File: src/rtl/pci_parity_unit.sv
module pci_parity_unit #(
  parameter int DATA_W = 32
) (
  input  logic              clk,
  input  logic              rst_n,
  input  logic [DATA_W-1:0] ad_i,
  input  logic [DATA_W/8-1:0] cbe_i,
  input  logic              addr_phase_i,
  input  logic              data_phase_i,
  input  logic              is_write_i,
  input  logic              is_initiator_i,
  input  logic              par_i,
  input  logic              ext_perr_n_i,
  input  logic              status_clr_i,
  input  logic              irq_en_i,
  input  logic              irq_sel_i,
  output logic              par_o,
  output logic              par_oe_o,
  output logic              perr_n_o,
  output logic              perr_oe_o,
  output logic              err_flag_o,
  output logic              irq_a_o,
  output logic              irq_b_o
);
  localparam int LANES = DATA_W / 8;

  logic [LANES-1:0] lane_par;
  logic calc_par, drive_addr, drive_data, chk_now;
  logic par_q, par_oe_q, chk_q, exp_q;
  logic perr_n_q, perr_oe_q, flag_q, irq_a_q, irq_b_q;
  logic mismatch, irq_evt;

  for (genvar g = 0; g < LANES; g++) begin : g_lane
    assign lane_par[g] = ^{ad_i[g*8 +: 8], cbe_i[g]};
  end

  assign calc_par   = ^lane_par;
  assign drive_addr = addr_phase_i & is_initiator_i;
  assign drive_data = data_phase_i & (is_initiator_i ? is_write_i : ~is_write_i);
  assign chk_now    = data_phase_i & ~is_initiator_i & is_write_i;
  assign mismatch   = chk_q & (par_i ^ exp_q);
  assign irq_evt    = irq_en_i & (mismatch | ~ext_perr_n_i);

  always_ff @(posedge clk or negedge rst_n) begin
    if (!rst_n) begin
      par_q     <= 1'b0;
      par_oe_q  <= 1'b0;
      chk_q     <= 1'b0;
      exp_q     <= 1'b0;
      perr_n_q  <= 1'b1;
      perr_oe_q <= 1'b0;
      flag_q    <= 1'b0;
      irq_a_q   <= 1'b0;
      irq_b_q   <= 1'b0;
    end else begin
      par_q     <= calc_par;
      par_oe_q  <= drive_addr | drive_data;
      chk_q     <= chk_now;
      exp_q     <= calc_par;
      perr_n_q  <= ~mismatch;
      perr_oe_q <= mismatch;
      flag_q    <= mismatch | (flag_q & ~status_clr_i);
      irq_a_q   <= irq_evt & ~irq_sel_i;
      irq_b_q   <= irq_evt & irq_sel_i;
    end
  end

  assign par_o      = par_q;
  assign par_oe_o   = par_oe_q;
  assign perr_n_o   = perr_n_q;
  assign perr_oe_o  = perr_oe_q;
  assign err_flag_o = flag_q;
  assign irq_a_o    = irq_a_q;
  assign irq_b_o    = irq_b_q;
endmodule

File: config.mk
export PLATFORM = sky130hd
export DESIGN_NAME = pci_parity_unit
export DESIGN_NICKNAME = d
export VERILOG_FILES = /design/src/rtl/pci_parity_unit.sv
export SDC_FILE = /design/constraint.sdc
export NUM_CORES = 1
export LEC_CHECK = 0
export ABC_AREA = 1
export BUFFER_PORTS_ARGS = -buffer_cell sky130_fd_sc_hd__buf_4
export CAP_MARGIN = 10
export CORE_MARGIN = 2
export CORE_UTILIZATION = 40
export CTS_CLUSTER_DIAMETER = 40
export DETAILED_ROUTE_END_ITERATION = 12
export GPL_ROUTABILITY_DRIVEN = 0
export HOLD_SLACK_MARGIN = 0.03
export PLACE_DENSITY = 0.77
export REMOVE_ABC_BUFFERS = 1
export SYNTH_ARGS = -nofsm -noshare
export SYNTH_HDL_FRONTEND = slang
export SYNTH_SLANG_ARGS = --single-unit
File: constraint.sdc
create_clock -name clk -period 2.11 [get_ports clk]
set_input_delay 0.1055 -clock clk [delete_from_list [all_inputs] [get_ports clk]]
set_output_delay 0.1055 -clock clk [all_outputs]
set_load 0.1 [all_outputs]
==> results of run 1 <==
worst register-to-register path: cells and delay by family, from the launching register on:
kind / cells / cell delay, ns
buf+inv: 1 / 0.09
flops: 1 / 0.39
simple gates: 6 / 0.41
cell usage after synthesis:
library cell and number:
inv_2 2, xnor2_1 8, nor2_2 1, xor2_1 10
nand2_2 6, nor2_1 7, nand3_2 1, dfrtp_1 7
dfstp_2 1, nand3_1 11, nand2_1 81, inv_1 30
o21ai_0 2
final timing paths:
check | startpoint | endpoint | depth (start not counted)
max | perr_n_o | perr_n_o | 1
min | status_clr_i | err_flag_o | 2
max reg2reg | exp_q | irq_b_o | 7
min reg2reg | chk_q | perr_oe_o | 2
max in group asynchronous | rst_n | perr_n_o | 2
min in group asynchronous | rst_n | chk_q | 2
sequential cells by signal, indices dropped and copies added (netlist names):
name / cells
chk_q: 1
err_flag_o: 1
exp_q: 1
irq_a_o: 1
irq_b_o: 1
par_oe_o: 1
perr_n_o: 1
perr_oe_o: 1
stage by stage:
| step | util [%] | hold WS (ns) |
|---|---|---|
| 2_1_floorplan | - | -0.190 |
| 3_3_place_gp | 61.5 | -0.0751 |
| 3_5_place_dp | 61.5 | -0.0753 |
| 4_1_cts | 63.6 | 0.0607 |
| 5_1_grt | 63.6 | 0.0616 |
| 6_report | 63.6 | 0.0699 |
power groups by stage:
stage	registers, W	clock network [W]	logic [W]
floorplan	0.000319	0	0.000178
global placement	0.000186	0	0.000437
detailed placement	0.000187	0	0.000452
CTS	0.000185	0.000122	0.000456
global route	0.000185	0.000139	0.000499
finish	0.000184	0.000116	0.000451
layout by cell type, fill, tap and decap left out, types with 2 or more instances in the layout:
cell,netlist,routed
buf_4,0,53
clkbuf_4,0,3
dfrtp_1,7,7
dlygate4sd3_1,0,2
inv_1,30,30
inv_2,2,2
nand2_1,81,81
nand2_2,6,6
nand3_1,11,11
nor2_1,7,7
o21ai_0,2,2
xnor2_1,8,8
xor2_1,10,10
kinds of logic after synthesis:
group | share of synthesized area, %
DFF | 21.7
buffers and inverters | 12.9
xor gates and xnor gates | 17.0
AOI/OAI and AO/OA | 1.08
and+or+nand+nor | 47.3
routing by layer:
metal  up-vias  global-route usage [%]  wire (um)
met5         -                       0          0
met4         0                    5.56          4
met3         2                    2.86        127
met2        31                    33.8       1110
met1       460                    14.8        695
li1        602                       -          -
area by class of cell:
class / instances / area share [%]
Inverter: 32 / 8.53
Sequential cell: 8 / 14.3
Tap cell: 28 / 2.49
Clock buffer: 4 / 1.87
Timing Repair Buffer: 55 / 29.7
Multi-Input combinational cell: 127 / 43.1
==> flow_summary.json, run 1 <==
{
  "portBuffers": 53,
  "r2r_slack_ns": 1.15,
  "grt_antenna_before_repair": 0,
  "p_comb_share_pct": 60.0,
  "relSlewSlack_pct": 81.5,
  "cp-start-kind": "flop",
  "worstPathArrival_ns": 1.03,
  "synth_top_area_share_pct": 32.7,
  "placed_area_um2": 1360,
  "status": "complete, no violations",
  "post_drt_wl_per_cell_um": 7.64,
  "tightest_slew_ns": 0.280,
  "hold_class": "input pin to flop",
  "yosys.cell_types.count": 13,
  "drc_errors": 0,
  "grt_pass1_wl_um": 3390,
  "cts_resized": 0,
  "pre_cts_ws_ns": 0.968,
  "setup.worst_path.class": "flop to output port",
  "syn-mean-instance-area_um2": 5.56,
  "seqCellArea_um2": 201,
  "fin_ws_ns": 0.973,
  "via_per_inst": 4.31,
  "final_antenna_net_count": 0,
  "p_sw_w": 0.000344,
  "cap_violations": 0,
  "cp_cell_sequence": "buf_4",
  "numCtsBuffers": 3,
  "slew_violations": 0,
  "fin_cells": 254,
  "clock_skew_ns": 0.00671,
  "clockBufferDepth": 2,
  "hold_buffers": 2,
  "period_needed_ns": 1.14,
  "cts_sinks": 8,
  "p_total_w": 0.000752,
  "fin_crit_sh_pct": 53.9,
  "place_inst": 248,
  "switching_share_pct": 45.7,
  "clk_pin_slew_ns": 0.05,
  "postLayoutCellArea_um2": 1410,
  "ir_drop_v": 0.000443,
  "p_int_w": 0.000408,
  "cts_post_setup_buffers_inserted": 0,
  "coreArea_um2": 2210,
  "clk_latency_ns": 0.24,
  "hold_violations": 0,
  "max_freq_ghz": 0.880,
  "seq_power_share_pct": 24.5,
  "setup_violations": 0,
  "clockRootBuffer": "clkbuf_4",
  "crit_family": "flip-flops",
  "ys_seq_area_share_pct": 21.7,
  "globalRoute.totalOverflow": 0,
  "diodes": 0,
  "fin_tns_setup_ns": 0,
  "nets": 274,
  "synthTopCellsByArea": "nand2_1 (33%), dfrtp_1 (19%), inv_1 (12%)",
  "cts_tree": "yes",
  "power_frac_clock_pct": 15.5,
  "worst-path-max-fanout": 1,
  "multiInputGateArea_um2": 607,
  "yosysTopAreaCell": "nand2_1",
  "fp.dieH_um": 52.2,
  "netlist_area_um2": 928,
  "crit_buf_inv": 1,
  "fp.dieW_um": 52.2,
  "drt_pre_antenna_iters": 3,
  "drive_above_1_share_pct": 29.6,
  "rsz0062_at_grt": "false",
  "via_count": 1095,
  "grt_pass1_vias": 983,
  "ys_ff_latch": 8,
  "powerDensity_nw_per_um2": 534,
  "netlist_instances": 167,
  "htree_levels": 1,
  "ioPinCount": 54,
  "power_leakage_nw": 0.895,
  "grt_max_degree": 9,
  "required_ns": 2.00,
  "initial_core_util_pct": 42.0,
  "drtIter0Drc": 16,
  "slowest_stage": "dfstp_2",
  "rows": 17,
  "drt_wl_total_um": 1940,
  "die_area_um2": 2720,
  "syn2layout_area_growth_pct": 51.6,
  "endpoint_kind": "output port",
  "slowest_delay_ns": 0.52,
  "fillers": 218,
  "hpwl_um": 1780,
  "yosysWarnings": 0,
  "grt_util_all_layers_pct": 16.0
}
(Power assumes the default switching activity.)
==> run 2, diff against run 1 <==
Settings changed: ABC_AREA 1 to 0, CORE_UTILIZATION 40 to 32.
Clock period 2.11 ns to 1 ns, I/O delays scaled along.
==> run 2 against run 1 <==
The run now ends with setup timing left. Synthesized area fell by 37%. Clock power rose by 120%. Synthesized cell count fell by 66%. Non-clock buffer count rose by 4. Sequential power rose by 120%. Total power rose by 130%. First-iteration DRC count fell by 81%. Count of clock-buffer cells in the layout did not move. Die area fell by 20%. Final cell count fell by 43%. Register-to-register slack got worse by 1.1 ns. Critical endpoint is now exp_q. Largest cell class is now buffers.
==> flow_summary.json, run 2 <==
{
  "status": "finished, violations left",
  "violations": "setup timing",
  "synthTopCellsByArea": "xnor2_1 (44%), dfrtp_1 (30%), xor2_1 (7.5%)",
  "netlist_instances": 57,
  "diodes": 0,
  "hold_class": "input pin to flop",
  "cp.depth": 6,
  "max_freq_ghz": 0.965,
  "coreArea_um2": 1730,
  "syn2layout_area_growth_pct": 100,
  "r2r-end": "irq_b_o",
  "post_drt_wl_per_cell_um": 9.87,
  "grt_antenna_before_repair": 0,
  "rows": 15,
  "fin_ws_ns": -0.0363,
  "clk_pin_slew_ns": 0.06,
  "htree_levels": 1,
  "hpwl_um": 1210,
  "hold_violations": 0,
  "synth.most_common_cell": "xnor2_1",
  "synth_edf_count": 0,
  "numCtsBuffers": 3,
  "yosys.cell_types.count": 12,
  "drt_pre_antenna_iters": 3,
  "globalRoute.totalOverflow": 0,
  "clock_skew_ns": 0.00478,
  "slowest_stage": "xnor3_1",
  "ioPinCount": 54,
  "fillers": 149,
  "grt_pass1_wl_um": 2230,
  "rsz0062_at_grt": "true",
  "powerDensity_nw_per_um2": 1470,
  "cp-start-kind": "input pin",
  "grt_max_degree": 9,
  "drive_above_1_share_pct": 51.7,
  "setup.worst_path.class": "input pin to flop",
  "cts_tree": "yes",
  "drt_wl_total_um": 1430,
  "nets": 168,
  "relSlewSlack_pct": 81.5,
  "setup_violations": 2,
  "worstPathArrival_ns": 1.17,
  "drc_errors": 0,
  "slew_violations": 0,
  "mostFrequentLayoutCells": "buf_4 (46), xnor2_1 (25), dfrtp_1 (7), buf_6 (7)",
  "clockRootBuffer": "clkbuf_4",
  "synth_top_area_share_pct": 43.7,
  "power_leakage_nw": 0.577,
  "fp.dieH_um": 46.6,
  "syn-mean-instance-area_um2": 10.2,
  "via_per_inst": 4.06,
  "synthArstFlopShare_pct": 100,
  "fp.dieW_um": 46.6,
  "postLayoutCellArea_um2": 1160,
  "cts_post_setup_buffers_inserted": 0,
  "cts_sinks": 8,
  "reg2reg_from": "exp_q",
  "synth-main-ff-cell": "dfrtp_1",
  "yosysWarnings": 0,
  "final_common_cell": "buf_4",
  "rr_worst_depth": 4,
  "clk_latency_ns": 0.25,
  "place_inst": 136,
  "fin_crit_sh_pct": 104,
  "cap_violations": 0,
  "min_from": "addr_phase_i",
  "ys_seq_area_share_pct": 34.6,
  "die_area_um2": 2180,
  "hold_depth": 3,
  "synth_common_cells": "xnor2_1 (29), dfrtp_1 (7), xor2_1 (5)",
  "fin_cells": 145,
  "grt_pass1_vias": 613,
  "cp_cell_sequence": "buf_6 > xnor2_2 > xnor2_1 > xnor2_1 > xnor3_1 > xnor2_1",
  "final_antenna_net_count": 0,
  "crit_family": "XOR/XNOR gates",
  "grt_util_all_layers_pct": 15.1,
  "ir_drop_v": 0.000949,
  "period_needed_ns": 1.04,
  "pre_cts_ws_ns": -0.371,
  "tightest_slew_ns": 0.279,
  "cpMostUsedCell": "xnor2_1",
  "r2r_slack_ns": 0.08,
  "critical_path.startpoint": "ad_i[10]",
  "clockBufferDepth": 2,
  "worst-path-max-fanout": 1,
  "endpoint_kind": "flop",
  "crit_buf_inv": 1,
  "yosysTopAreaCell": "xnor2_1",
  "required_ns": 1.14,
  "holdPathEnd": "par_oe_o",
  "via_count": 588,
  "drtIter0Drc": 3,
  "portBuffers": 53,
  "initial_core_util_pct": 33.7,
  "ys_ff_latch": 8,
  "placed_area_um2": 1020,
  "netlist_area_um2": 582,
  "slowest_delay_ns": 0.43
}
==> run 2: cell types whose count changed after synthesis, moves of 2 or more <==
cell,delta
nand2_2,-6
nor2_1,-5
xor2_1,-5
nand3_1,-11
inv_1,-26
xnor2_1,+21
inv_2,-2
nand2_1,-77
==> run 2: stage by stage <==
step	hold WS (ns)	util, %	setup TNS (ns)	total power [W]
after detailed placement	-0.128	59.0	-0.371	0.00141
after floorplan	-0.246	-	-2.20	0.00113
after global placement	-0.130	59.0	-0.315	0.00139
after global routing	0.0551	67.4	-0.150	0.00181
after CTS	0.0508	67.4	-0.0666	0.00173
final	0.0586	67.4	-0.0383	0.00171
==> run 2: area by class of cell <==
class                           instances  area (um2)  area share, %
Sequential cell                         8         201           17.3
Inverter                                4        15.0           1.29
Multi-Input combinational cell         45         395           34.0
Clock buffer                            4        26.3           2.26
Tap cell                               25        31.3           2.69
Timing Repair Buffer                   59         494           42.5
==> run 2: what timing repair did <==
| action | CTS | global route |
|---|---|---|
| pin swaps | 9 | 5 |
| hold buffers | 5 | 0 |
| endpoints found under the setup margin | 2 | 4 |
| gates resized for setup | 14 | 0 |
| endpoints found under the hold margin | 12 | 0 |
==> run 2: routing by layer <==
layer  part of all wire [%]  up-vias  GRT usage (%)  wire (um)
li1                       -      300              -          -
met1                     29      255           12.8        418
met2                     62       33           32.2        884
met3                    8.9        0           2.75        128
met4                      0        0           6.67          0
met5                      0        -              0          0
==> run 2: worst max-delay path by stage <==
stage | end | slack [ns]
floorplan | irq_b_o | -0.54
global route | exp_q | -0.12
finish | exp_q | -0.04
CTS | exp_q | -0.05
detailed placement | exp_q | -0.37
global placement | exp_q | -0.31
==> run 2: kinds of logic (layout without fill, tap and decap cells) <==
group                  after synthesis  after routing  synth area share [%]
AO/OA/AOI/OAI                        3              3                  2.79
XOR/XNOR                            35             35                  55.1
buffers and inverters                4             67                  2.58
flip-flops                           8              8                  34.6
AND/OR/NAND/NOR                      7              7                  4.95
==> run 2: report_power, final <==
group	total [W]	switching (W)	internal, W
sequential	0.000402	0.0000245	0.000377
clock	0.000258	0.000106	0.000152
combinational	0.00105	0.000552	0.000495
==> run 2: worst min-delay path, delay by kind of cell <==
kind,cells,cell delay (ns)
buffers and inverters,2,0.14
AOI/OAI and AO/OA,1,0.07
==> run 3, diff against run 2 <==
Settings changed: GPL_TIMING_DRIVEN from default to 0.
==> run 3 against run 2 <==
The run still ends with setup timing left. Count of clock-buffer cells in the layout did not move. Non-clock buffer count rose by 1. Utilization rose by 0.43 points. Critical endpoint is now irq_b_o.
==> flow_summary.json, run 3 (synthesis gave the netlist of run 2 again) <==
{
  "nets": 169,
  "final_antenna_net_count": 0,
  "diodes": 0,
  "min_from": "is_write_i",
  "clk_latency_ns": 0.25,
  "cts_tree": "yes",
  "hpwl_um": 1160,
  "grt_pass1_vias": 633,
  "fp.dieW_um": 46.6,
  "endpoint_kind": "flop",
  "via_count": 598,
  "reg2reg_from": "exp_q",
  "post-route-util_pct": 67.8,
  "final_common_cell": "buf_4",
  "globalRoute.totalOverflow": 0,
  "drt_wl_total_um": 1500,
  "grt_pass1_wl_um": 2310,
  "slew_violations": 0,
  "ioPinCount": 54,
  "violations": "setup timing",
  "placed_area_um2": 1010,
  "drtIter0Drc": 0,
  "worst-path-max-fanout": 3,
  "hold_class": "input pin to flop",
  "whs_ns": 0.0622,
  "postLayoutCellArea_um2": 1170,
  "grt_max_degree": 9,
  "grt_antenna_before_repair": 0,
  "hold_depth": 3,
  "drt_pre_antenna_iters": 1,
  "status": "finished, violations left",
  "worstPathArrival_ns": 1.16,
  "fin_ws_ns": -0.0283,
  "cp-start-kind": "flop",
  "clockRootBuffer": "clkbuf_4",
  "via_per_inst": 4.10,
  "period_needed_ns": 1.03,
  "fin_crit_sh_pct": 103,
  "htree_levels": 1,
  "r2r-end": "irq_b_o",
  "mostFrequentLayoutCells": "buf_4 (45), xnor2_1 (26), buf_6 (9), dfrtp_1 (7)",
  "cap_violations": 0,
  "relSlewSlack_pct": 80.9,
  "setup.worst_path.class": "flop to flop",
  "max_freq_ghz": 0.973,
  "p_total_w": 0.00173,
  "numCtsBuffers": 3,
  "rr_worst_depth": 4,
  "ir_drop_v": 0.000889,
  "holdPathEnd": "chk_q",
  "grt_util_all_layers_pct": 14.9,
  "initial_core_util_pct": 33.7,
  "drive_above_1_share_pct": 51.2,
  "drc_errors": 0,
  "tightest_slew_ns": 0.288,
  "clk_pin_slew_ns": 0.05,
  "r2r_slack_ns": -0.03,
  "die_area_um2": 2180,
  "fin_tns_setup_ns": -0.0698,
  "hold_violations": 0,
  "clockBufferDepth": 2,
  "required_ns": 1.13,
  "post_drt_wl_per_cell_um": 10.3,
  "powerDensity_nw_per_um2": 1480,
  "cts_sinks": 8,
  "setup_violations": 4,
  "power_leakage_nw": 0.579,
  "portBuffers": 53,
  "rows": 15,
  "fp.dieH_um": 46.6,
  "coreArea_um2": 1730,
  "rsz0062_at_grt": "true",
  "clock_skew_ns": 0.00182,
  "syn2layout_area_growth_pct": 101
}
==> run 3: cell count changes in the layout (fill, tap and decap cells not counted) <==
cell     previous run  this run
xnor2_1            25        26
xnor2_2             4         3
o21ai_0             1         0
buf_6               7         9
o21ai_1             0         1
buf_4              46        45
==> run 3: final cells by class <==
type                       instances  area [um2]
sequential                         8         201
clock buffer                       4        26.3
inverter                           4        15.0
fill                             144         556
tap                               25        31.3
timing repair buffer              60         509
multi-input combinational         45         388
==> run 3: per-stage QoR <==
step	setup slack (ns)	instances
5_1_grt	-0.0893	146
3_5_place_dp	-0.358	135
4_1_cts	-0.0396	146
3_3_place_gp	-0.360	135
6_report	-0.0283	146
2_1_floorplan	-0.536	57
==> run 3: per-layer routing <==
metal | global-route usage [%] | wire length, um
met1 | 13.3 | 437
met2 | 31.7 | 922
met4 | 5.00 | 0
met3 | 3.14 | 141
met5 | 0 | 0
==> run 3: power breakdown <==
group | leakage, nW | switching, W | internal (W) | total [W]
clock network | 0.0150 | 0.000102 | 0.000152 | 0.000255
registers | 0.101 | 0.0000327 | 0.000377 | 0.000410
logic | 0.463 | 0.000553 | 0.000513 | 0.00107
==> run 3: repair_timing <==
item / CTS / global route
endpoints found under the hold margin: 12 / 0
buffers inserted: 2 / 0
hold buffers: 5 / 0
pin swaps: 14 / 1
setup endpoints to repair: 3 / 6
resized for setup: 13 / 3
==> run 3: critical path, cell delays in order (launching register included) <==
cell and delay, ns:
dfrtp_1 0.41, xor2_1 0.15, nand2_1 0.12, nand2_1 0.09, and3_1 0.15
==> run 3: how the worst max path moves through the flow <==
stage / endpoint / start / depth (start not counted)
2_1_floorplan: irq_b_o / exp_q / 4
3_3_place_gp: exp_q / ad_i[24] / 6
3_5_place_dp: exp_q / ad_i[24] / 6
4_1_cts: exp_q / ad_i[10] / 6
5_1_grt: exp_q / ad_i[13] / 6
6_report: irq_b_o / exp_q / 4
